==> config.mk <==
export PLATFORM = sky130hd
export DESIGN_NAME = slp_port
export DESIGN_NICKNAME = d
export VERILOG_FILES = /design/src/rtl/slp_pkg.sv /design/src/rtl/slp_sync.sv /design/src/rtl/slp_framer.sv /design/src/rtl/slp_rx.sv /design/src/rtl/slp_tx.sv /design/src/rtl/slp_port.sv
export SDC_FILE = /design/constraint.sdc
export NUM_CORES = 1
export LEC_CHECK = 0
export ABC_AREA = 1
export BUFFER_PORTS_ARGS = -buffer_cell sky130_fd_sc_hd__buf_2
export CORE_MARGIN = 2
export CORE_UTILIZATION = 45
export DETAILED_ROUTE_END_ITERATION = 16
export GPL_ROUTABILITY_DRIVEN = 0
export PLACE_DENSITY = 0.78
export SLEW_MARGIN = 20
export SYNTH_ARGS = -nofsm -noshare
export SYNTH_HDL_FRONTEND = slang
export SYNTH_SLANG_ARGS = --single-unit
export TNS_END_PERCENT = 20
==> constraint.sdc <==
create_clock -name clk -period 1.5 [get_ports clk]
set_input_delay 0.15 -clock clk [delete_from_list [all_inputs] [get_ports clk]]
set_output_delay 0.15 -clock clk [all_outputs]
set_load 0.005 [all_outputs]
==> src/rtl/slp_pkg.sv <==
package slp_pkg;

    localparam int BYTE_W    = 8;
    localparam int NUM_SLOTS = 4;
    localparam int HALF_BITS = BYTE_W * NUM_SLOTS;
    localparam int CNT_W     = $clog2(HALF_BITS) + 2;
    localparam int SLOT_W    = $clog2(NUM_SLOTS);
    localparam int BIT_W     = $clog2(BYTE_W);

    // slot positions within a half frame; the order is the wire order
    localparam int SLOT_VA  = 0;
    localparam int SLOT_VB  = 1;
    localparam int SLOT_CTL = 2;
    localparam int SLOT_SIG = 3;

    typedef logic [CNT_W-1:0] cnt_t;

    localparam cnt_t HALF_CNT = cnt_t'(HALF_BITS);
    localparam cnt_t LAST_CNT = cnt_t'(HALF_BITS - 1);
    localparam cnt_t CNT_MAX  = '1;

    typedef enum logic [1:0] {
        PH_IDLE = 2'd0,
        PH_RX   = 2'd1,
        PH_TX   = 2'd2
    } phase_e;

    typedef struct packed {
        logic [BYTE_W-1:0] voice_a;
        logic [BYTE_W-1:0] voice_b;
        logic [BYTE_W-1:0] ctrl;
        logic [BYTE_W-1:0] sig;
    } rx_frame_t;

    // Which transmit slots this port drives; bit k stands for slot k.
    function automatic logic [NUM_SLOTS-1:0] slot_owner(input logic shared,
                                                        input logic chan_b);
        logic [NUM_SLOTS-1:0] m;
        m = '0;
        if (!shared) begin
            m = '1;
        end else if (chan_b) begin
            m[SLOT_VB]  = 1'b1;
            m[SLOT_SIG] = 1'b1;
        end else begin
            m[SLOT_VA]  = 1'b1;
            m[SLOT_CTL] = 1'b1;
        end
        return m;
    endfunction

    // Transmit word in wire order; the voice byte fills both voice slots.
    function automatic logic [HALF_BITS-1:0] tx_word(input logic [BYTE_W-1:0] voice,
                                                     input logic [BYTE_W-1:0] ctrl,
                                                     input logic [BYTE_W-1:0] sig);
        return {voice, voice, ctrl, sig};
    endfunction

    function automatic rx_frame_t unpack_rx(input logic [HALF_BITS-1:0] w);
        rx_frame_t f;
        f.voice_a = w[HALF_BITS-1-SLOT_VA*BYTE_W -: BYTE_W];
        f.voice_b = w[HALF_BITS-1-SLOT_VB*BYTE_W -: BYTE_W];
        f.ctrl    = w[HALF_BITS-1-SLOT_CTL*BYTE_W -: BYTE_W];
        f.sig     = w[HALF_BITS-1-SLOT_SIG*BYTE_W -: BYTE_W];
        return f;
    endfunction

endpackage

==> src/rtl/slp_sync.sv <==
module slp_sync #(
    parameter int W      = 1,
    parameter int STAGES = 2
) (
    input  logic         clk,
    input  logic         rst,
    input  logic [W-1:0] d,
    output logic [W-1:0] q
);

    logic [STAGES-1:0][W-1:0] stage_q;

    always_ff @(posedge clk) begin
        if (rst) begin
            stage_q <= '0;
        end else begin
            stage_q[0] <= d;
            for (int s = 1; s < STAGES; s++) begin
                stage_q[s] <= stage_q[s-1];
            end
        end
    end

    assign q = stage_q[STAGES-1];

endmodule

==> src/rtl/slp_framer.sv <==
module slp_framer
    import slp_pkg::*;
(
    input  logic   clk,
    input  logic   rst,
    input  logic   bclk_s,
    input  logic   dir_s,
    input  cnt_t   rx_cnt,
    input  cnt_t   tx_cnt,
    output logic   bit_rise,
    output logic   bit_fall,
    output logic   dir_rise,
    output logic   dir_fall,
    output phase_e phase,
    output logic   load_tx,
    output logic   frame_err
);

    logic bclk_d;
    logic dir_d;
    logic rx_full;
    logic tx_full;

    assign bit_rise = bclk_s & ~bclk_d;
    assign bit_fall = ~bclk_s & bclk_d;
    assign dir_rise = dir_s & ~dir_d;
    assign dir_fall = ~dir_s & dir_d;

    assign rx_full = (rx_cnt == HALF_CNT);
    assign tx_full = (tx_cnt == HALF_CNT);

    assign load_tx = dir_fall && (phase == PH_RX) && rx_full;

    always_ff @(posedge clk) begin
        if (rst) begin
            bclk_d    <= 1'b0;
            dir_d     <= 1'b0;
            phase     <= PH_IDLE;
            frame_err <= 1'b0;
        end else begin
            bclk_d    <= bclk_s;
            dir_d     <= dir_s;
            frame_err <= 1'b0;
            if (dir_rise) begin
                if (phase == PH_TX && !tx_full) begin
                    frame_err <= 1'b1;
                end
                phase <= PH_RX;
            end else if (dir_fall) begin
                if (phase == PH_RX && rx_full) begin
                    phase <= PH_TX;
                end else begin
                    if (phase == PH_RX) begin
                        frame_err <= 1'b1;
                    end
                    phase <= PH_IDLE;
                end
            end
        end
    end

endmodule

==> src/rtl/slp_rx.sv <==
module slp_rx
    import slp_pkg::*;
(
    input  logic              clk,
    input  logic              rst,
    input  logic              start,
    input  logic              sample,
    input  logic              active,
    input  logic              din,
    input  logic              shared,
    input  logic              chan_b,
    output cnt_t              cnt,
    output rx_frame_t         frame,
    output logic [BYTE_W-1:0] voice,
    output logic              valid
);

    logic [HALF_BITS-2:0] shreg;
    logic [HALF_BITS-1:0] next_word;
    rx_frame_t            next_frame;

    assign next_word  = {shreg, din};
    assign next_frame = unpack_rx(next_word);

    always_ff @(posedge clk) begin
        if (rst) begin
            shreg <= '0;
            cnt   <= '0;
            frame <= '0;
            voice <= '0;
            valid <= 1'b0;
        end else begin
            valid <= 1'b0;
            if (start) begin
                cnt <= '0;
            end else if (sample && active) begin
                shreg <= next_word[HALF_BITS-2:0];
                if (cnt != CNT_MAX) begin
                    cnt <= cnt + 1'b1;
                end
                if (cnt == LAST_CNT) begin
                    frame <= next_frame;
                    voice <= (shared && chan_b) ? next_frame.voice_b : next_frame.voice_a;
                    valid <= 1'b1;
                end
            end
        end
    end

endmodule

==> src/rtl/slp_tx.sv <==
module slp_tx
    import slp_pkg::*;
(
    input  logic                 clk,
    input  logic                 rst,
    input  logic                 load,
    input  logic                 step,
    input  logic                 active,
    input  logic                 stop,
    input  logic [HALF_BITS-1:0] word,
    input  logic [NUM_SLOTS-1:0] own_in,
    output logic                 sd,
    output logic                 oe,
    output cnt_t                 cnt
);

    logic [HALF_BITS-2:0] shreg;
    logic [NUM_SLOTS-1:0] own;
    logic [SLOT_W-1:0]    slot;

    assign slot = cnt[BIT_W +: SLOT_W];

    always_ff @(posedge clk) begin
        if (rst) begin
            shreg <= '0;
            own   <= '0;
            cnt   <= '0;
            sd    <= 1'b0;
            oe    <= 1'b0;
        end else if (stop) begin
            cnt <= '0;
            sd  <= 1'b0;
            oe  <= 1'b0;
        end else if (load) begin
            sd    <= word[HALF_BITS-1];
            shreg <= word[HALF_BITS-2:0];
            own   <= own_in;
            oe    <= own_in[SLOT_VA];
            cnt   <= cnt_t'(1);
        end else if (step && active) begin
            if (cnt < HALF_CNT) begin
                sd    <= shreg[HALF_BITS-2];
                shreg <= {shreg[HALF_BITS-3:0], 1'b0};
                oe    <= own[slot];
            end else begin
                sd <= 1'b0;
                oe <= 1'b0;
            end
            if (cnt != CNT_MAX) begin
                cnt <= cnt + 1'b1;
            end
        end
    end

endmodule

==> src/rtl/slp_port.sv <==
module slp_port
    import slp_pkg::*;
#(
    parameter int SYNC_STAGES = 2
) (
    input  logic              clk,
    input  logic              rst,
    input  logic              bclk_i,
    input  logic              dir_i,
    input  logic              sd_i,
    input  logic              share_i,
    input  logic              slot_b_i,
    input  logic [BYTE_W-1:0] tx_voice_i,
    input  logic [BYTE_W-1:0] tx_ctrl_i,
    input  logic [BYTE_W-1:0] tx_sig_i,
    output logic              sd_o,
    output logic              sd_oe_o,
    output logic              rx_valid_o,
    output logic [BYTE_W-1:0] rx_voice_a_o,
    output logic [BYTE_W-1:0] rx_voice_b_o,
    output logic [BYTE_W-1:0] rx_ctrl_o,
    output logic [BYTE_W-1:0] rx_sig_o,
    output logic [BYTE_W-1:0] rx_voice_o,
    output logic              frame_err_o
);

    localparam int LINK_W = 3;

    logic [LINK_W-1:0] link_s;
    logic              bclk_s;
    logic              dir_s;
    logic              sd_s;

    logic   bit_rise;
    logic   bit_fall;
    logic   dir_rise;
    logic   dir_fall;
    logic   load_tx;
    phase_e phase;
    logic   rx_phase;
    logic   tx_phase;
    cnt_t   rx_cnt;
    cnt_t   tx_cnt;

    rx_frame_t            rx_frame;
    logic [HALF_BITS-1:0] tx_bits;
    logic [NUM_SLOTS-1:0] own_mask;

    slp_sync #(
        .W      (LINK_W),
        .STAGES (SYNC_STAGES)
    ) u_sync (
        .clk (clk),
        .rst (rst),
        .d   ({sd_i, dir_i, bclk_i}),
        .q   (link_s)
    );

    assign bclk_s = link_s[0];
    assign dir_s  = link_s[1];
    assign sd_s   = link_s[2];

    slp_framer u_framer (
        .clk       (clk),
        .rst       (rst),
        .bclk_s    (bclk_s),
        .dir_s     (dir_s),
        .rx_cnt    (rx_cnt),
        .tx_cnt    (tx_cnt),
        .bit_rise  (bit_rise),
        .bit_fall  (bit_fall),
        .dir_rise  (dir_rise),
        .dir_fall  (dir_fall),
        .phase     (phase),
        .load_tx   (load_tx),
        .frame_err (frame_err_o)
    );

    assign rx_phase = (phase == PH_RX);
    assign tx_phase = (phase == PH_TX);

    slp_rx u_rx (
        .clk    (clk),
        .rst    (rst),
        .start  (dir_rise),
        .sample (bit_fall),
        .active (rx_phase),
        .din    (sd_s),
        .shared (share_i),
        .chan_b (slot_b_i),
        .cnt    (rx_cnt),
        .frame  (rx_frame),
        .voice  (rx_voice_o),
        .valid  (rx_valid_o)
    );

    assign rx_voice_a_o = rx_frame.voice_a;
    assign rx_voice_b_o = rx_frame.voice_b;
    assign rx_ctrl_o    = rx_frame.ctrl;
    assign rx_sig_o     = rx_frame.sig;

    assign tx_bits  = tx_word(tx_voice_i, tx_ctrl_i, tx_sig_i);
    assign own_mask = slot_owner(share_i, slot_b_i);

    slp_tx u_tx (
        .clk    (clk),
        .rst    (rst),
        .load   (load_tx),
        .step   (bit_rise),
        .active (tx_phase),
        .stop   (dir_rise),
        .word   (tx_bits),
        .own_in (own_mask),
        .sd     (sd_o),
        .oe     (sd_oe_o),
        .cnt    (tx_cnt)
    );

endmodule

-- Yosys cells after proc, flatten, opt, wreduce, memory -nomap -nowiden
Cells that the tools add are included.
- bits in registers: 134
- input bits: 31
- logic and storage cells: 91
- add/sub/neg operators: 2
- order comparisons: 2
- equality and inequality tests: 7
- mux-type cells: 27
- bitwise operators: 10
- reductions and logical operators: 22
- operator list (kind ; number):
    31-bit two-way mux ; 3
    1-bit two-way mux ; 20
    7-bit by 1-bit adder with 7-bit output (second input constant) ; 2
    7-bit by 6-bit == test with 1-bit output (second input constant) ; 2
    7-bit inequality test (second input constant) ; 2
    2-bit AND reduction ; 5
    8-bit two-way mux ; 1
    2-bit nonzero test ; 4
    7-bit by 5-bit == test with 1-bit output (second input constant) ; 1
    1-bit logical AND ; 7
    7-bit by 6-bit less-than comparator with 1-bit output (second input constant) ; 1
    1-bit NOT ; 6
    3-bit AND reduction ; 2
    3-bit OR reduction ; 2
    1-bit AND ; 4
    4-bit two-way mux ; 1
    2-bit by 3-bit less-than comparator with 1-bit output (second input constant) ; 1
    1-bit binary-select mux with 2-bit select ; 1
    2-bit by 1-bit == test with 1-bit output (second input constant) ; 1
    2-bit == test (second input constant) ; 1
    2-bit two-way mux ; 1
    2-bit OR reduction ; 1
    1-bit logical NOT ; 1

-- Depth between registers and ports, before layout
- word-level depth: 6
- depth in mapped cells: 11
- gate-level depth less buffers: 10

-- Cells and area by module
Synthesis repeated with hierarchy kept, for this count alone.
- cell total of the unflattened synthesis: 859
- area total of the unflattened synthesis: 5895.7 sq um
- modules (own cells, without submodules) (module ; times used ; cells an instance ; area each (sq um)):
    slp_rx ; 1 ; 446 ; 3173.0
    slp_tx ; 1 ; 335 ; 2167.1
    slp_framer ; 1 ; 50 ; 341.6
    slp_sync ; 1 ; 21 ; 187.7
    slp_port ; 1 ; 7 ; 26.3

-- Worst setup path before layout
OpenSTA, ideal clock, no wires.
- path kind: register to register
- start: register u_rx.cnt[0]
- end: register u_rx.frame[22] (netlist name)
- arrival time: 1493 ps
- slack: -67 ps
- stages on the path, launching flop included: 10
- path buffers: 2
- period minus slack after synthesis: 1567 ps
- cell sequence: dfxtp_1 -> ha_1 -> nand2_1 -> nor2_2 -> nand4_2 -> nor2_2 -> buf_6 -> buf_6 -> nand3_1 -> o21ai_0
- word-level cells in the longest chain between the ends: 2
- RTL lines (what ; RTL line ; source):
    start, declared ; slp_rx.sv:12 ; output cnt_t cnt,
    start signal, assigned ; slp_rx.sv:39 ; cnt <= cnt + 1'b1;
    7-bit by 5-bit == test with 1-bit output ; slp_rx.sv:41 ; if (cnt == LAST_CNT) begin
    3-bit AND reduction (no line) ; - ;
    end signal, assigned ; slp_rx.sv:42 ; frame <= next_frame;
    end, declared ; slp_rx.sv:13 ; output rx_frame_t frame,
No other way between the ends.
A chain may end at the register's enable or synchronous reset.

-- Final worst setup path
- start: register u_tx.cnt[6]
- end: register u_tx.shreg[21]
- word-level cells in the longest chain between the ends: 3
- RTL lines (what ; RTL line ; source):
    start, declared ; slp_tx.sv:14 ; output cnt_t cnt
    start signal, assigned ; slp_tx.sv:39 ; cnt <= cnt_t'(1);
    start signal, assigned ; slp_tx.sv:50 ; cnt <= cnt + 1'b1;
    7-bit by 6-bit less-than comparator with 1-bit output ; slp_tx.sv:41 ; if (cnt < HALF_CNT) begin
    2-bit nonzero test (no line) ; - ;
    3-bit AND reduction (no line) ; - ;
    end signal, assigned ; slp_tx.sv:36 ; shreg <= word[HALF_BITS-2:0];
    end signal, assigned ; slp_tx.sv:43 ; shreg <= {shreg[HALF_BITS-3:0], 1'b0};
    end, declared ; slp_tx.sv:17 ; logic [HALF_BITS-2:0] shreg;
No other way between the ends.

==> out/metrics.cfg <==
[status]
outcome=complete, but fails checks
violations=setup timing

[timing]
worst_pin_slew_ns=0.553
finalMaxSlewViolations=0
rsz0062_at_grt=true
fmax_mhz=631
period_minus_slack_ns=1.59
setup_viol=43
maxSlewHeadroom_pct=63.0
hold_viol=0
setup_slack_ns=-0.0851
finalCritPeriodShare_pct=106
fin_skew_ns=0.00757

[global_route]
grt_pass1_wl_mm=24.7
grt_max_degree=65
grt_use_total_pct=23.1
grt_pass1_vias=5304
gr-max-usage-layer=met2
grt-ovfl-total=0
antenna_found_initial=0
gr-usage-met1_pct=27.4
gr-usage-met3_pct=5.60
use_met2_pct=39.8

[cts]
clk_latency_ns=0.42
htreeDepth=4
ctsLongestPathBuffers=2
clk_transition_reported_paths_ns=0.06
cts-root-buf=clkbuf_16
cts_tree=built
numCtsBuffers=17
cts.sink_count=132

[final_layout]
area_growth_pct=37.0
multi_input_area_um2=2810
seq_area_um2=2660
layout-drive-gt1-share_pct=27.8
final_cells=1117
antenna_cells=0
fill_cells=1034
fin_nets=969

[detailed_routing]
drc=0
via_per_inst=5.15
routed_wirelength_mm=16.4
wl_per_cell_um=14.7
vias=5754
ant_nets=0
dr.pass1.iters=5
drtIter0Drc=585

[yosys]
syn_avg_cell_area_um2=6.94
synth_common_cells=nand2_1, dfxtp_1, nor2_1
synth_edf_count=0
yosysTopAreaCell=dfxtp_1
ys_async_sr_fraction_pct=0
synth-seq-cells=132
syn-instance-count=817
synth_ff_type=dfxtp_1
yosys.cell_count.top_type=nand2_1
synth_nets=854
yosysSeqAreaShare_pct=46.6
yosysWarnings=0
synth_top_cell_area_share_pct=46.6
yosysUniqueCellTypes=23
synthesis.area_um2=5670
synth_area_leaders=dfxtp_1, nand2_1, nand3_1

[floorplanning]
start_util_pct=45.5
dieArea_um2=13500
io_pins=75
die_h_um=116
core_area_um2=12500
die_w_um=116
rows=41

[critical_path]
critPathMaxFanout=8
start_kind=register
cp-end-kind=register
worstSetupPathType=register to register
worstPathArrival_ns=1.93
worstPathRequired_ns=1.85

[worst_hold_path]
hp-class=input pin to register

[power_and_ir_drop]
peakVddDrop_v=0.00108
swShare_pct=23.3
pwr_density_cell_nw_per_um2=987
p_leak_nw=3.54
power_frac_comb_pct=2.7
p_int_mw=5.88
total_power_mw=7.67
power_frac_clock_pct=51.4
pwr-share-seq_pct=45.9
switchingPower_mw=1.79

[placement]
dpl.cell_count=1060
io_buffers=74
dp.final_hpwl_mm=8.70

[flow_run]
maxCapViolCount=0

[layout make-up]
| class | count | share of cell area, % |
|---|---|---|
| Clock inverter | 14 | 1.67 |
| Tap cell | 172 | 2.77 |
| Multi-Input combinational cell | 564 | 36.1 |
| Sequential cell | 132 | 34.2 |
| Clock buffer | 18 | 5.52 |
| Inverter | 74 | 3.61 |
| Timing Repair Buffer | 143 | 16.2 |
[placed cells by master, fill, tap and decap left out, types with 21 or more instances in the layout]
cell and count:
nand3_1 87, o21ai_0 28, a21oi_1 43, nand2_1 193
buf_2 75, nand2_2 21, inv_1 61, dfxtp_1 123
buf_4 35, nor2_2 26, nor2_1 86, o21ai_1 32
clkbuf_16 21
[critical path, cell delays in order, from the launching register on]
cell	delay [ns]
dfxtp_1	0.36
nor2_2	0.16
nand4_1	0.24
nand2_4	0.17
nand2_8	0.14
buf_16	0.19
nand2_1	0.06
nand2_1	0.08
nor2_1	0.12
[state kept, by name (all words and copies together), names as in the netlist]
name and flops:
u_tx.cnt 7, u_rx.voice 8, u_sync.q 3, u_rx.cnt 7
u_tx.own 2, u_framer.phase 2, u_framer.bclk_d 1, u_rx.frame 32
u_tx.oe 1, u_framer.frame_err 1, u_framer.dir_d 1, u_rx.shreg 31
u_tx.sd 1, u_rx.valid 1, u_tx.shreg 31, u_sync.stage_q 3
[kinds of logic after synthesis]
kind of cell               synth area share [%]
buffers and inverters                      8.98
xor gates and xnor gates                   1.08
AOI/OAI and AO/OA                          9.35
and+or+nand+nor                            32.7
adders and majority gates                  1.32
DFF                                        46.6
[power by group through the flow]
stage	sequential, mW	clock, mW	combinational [mW]
finish	3.52	3.95	0.206
global route	3.52	4.13	0.225
CTS	3.52	3.96	0.197
detailed placement	3.60	0	0.181
global placement	3.60	0	0.180
floorplan	3.60	0	0.0935
[stage by stage]
step	cell area (µm²)	hold slack (ns)	TNS, ns	utilization, %	setup WS, ns
finish	7770	0.0374	-0.964	62.4	-0.0851
global route	7770	0.0496	-6.40	62.4	-0.169
CTS	7460	0.0325	-0.0171	59.9	-0.00936
detailed placement	6490	0.358	-2.29	52.1	-0.0758
global placement	6490	0.361	-0.197	52.1	-0.0554
floorplan	5700	0.257	-0.00724	-	-0.00724
[path summary, 6_finish.rpt]
path	startpoint	cells past startpoint	slack, ns	end
max	u_tx.cnt[6]	8	-0.09	u_tx.shreg[21]
min	share_i	4	0.04	u_tx.own[1]
max reg2reg	u_tx.cnt[6]	8	-0.09	u_tx.shreg[21]
min reg2reg	u_sync.stage_q[1]	2	0.40	u_sync.q[1]
[metal layers]
metal,vias to the layer above,share of wire (%)
met5,-,0
met4,0,3.0
met3,48,5.7
met2,236,50
met1,2650,41
li1,2820,-
[what timing repair did]
item | 4_1_cts | 5_1_grt
setup endpoints to repair | 75 | 91
hold buffers | 5 | 0
buffers inserted | 8 | 1
cloned | 7 | 5
gates resized for setup | 49 | 77
endpoints found under the hold margin | 5 | 0
pin swaps | 13 | 20
(Power assumes the default switching activity.)
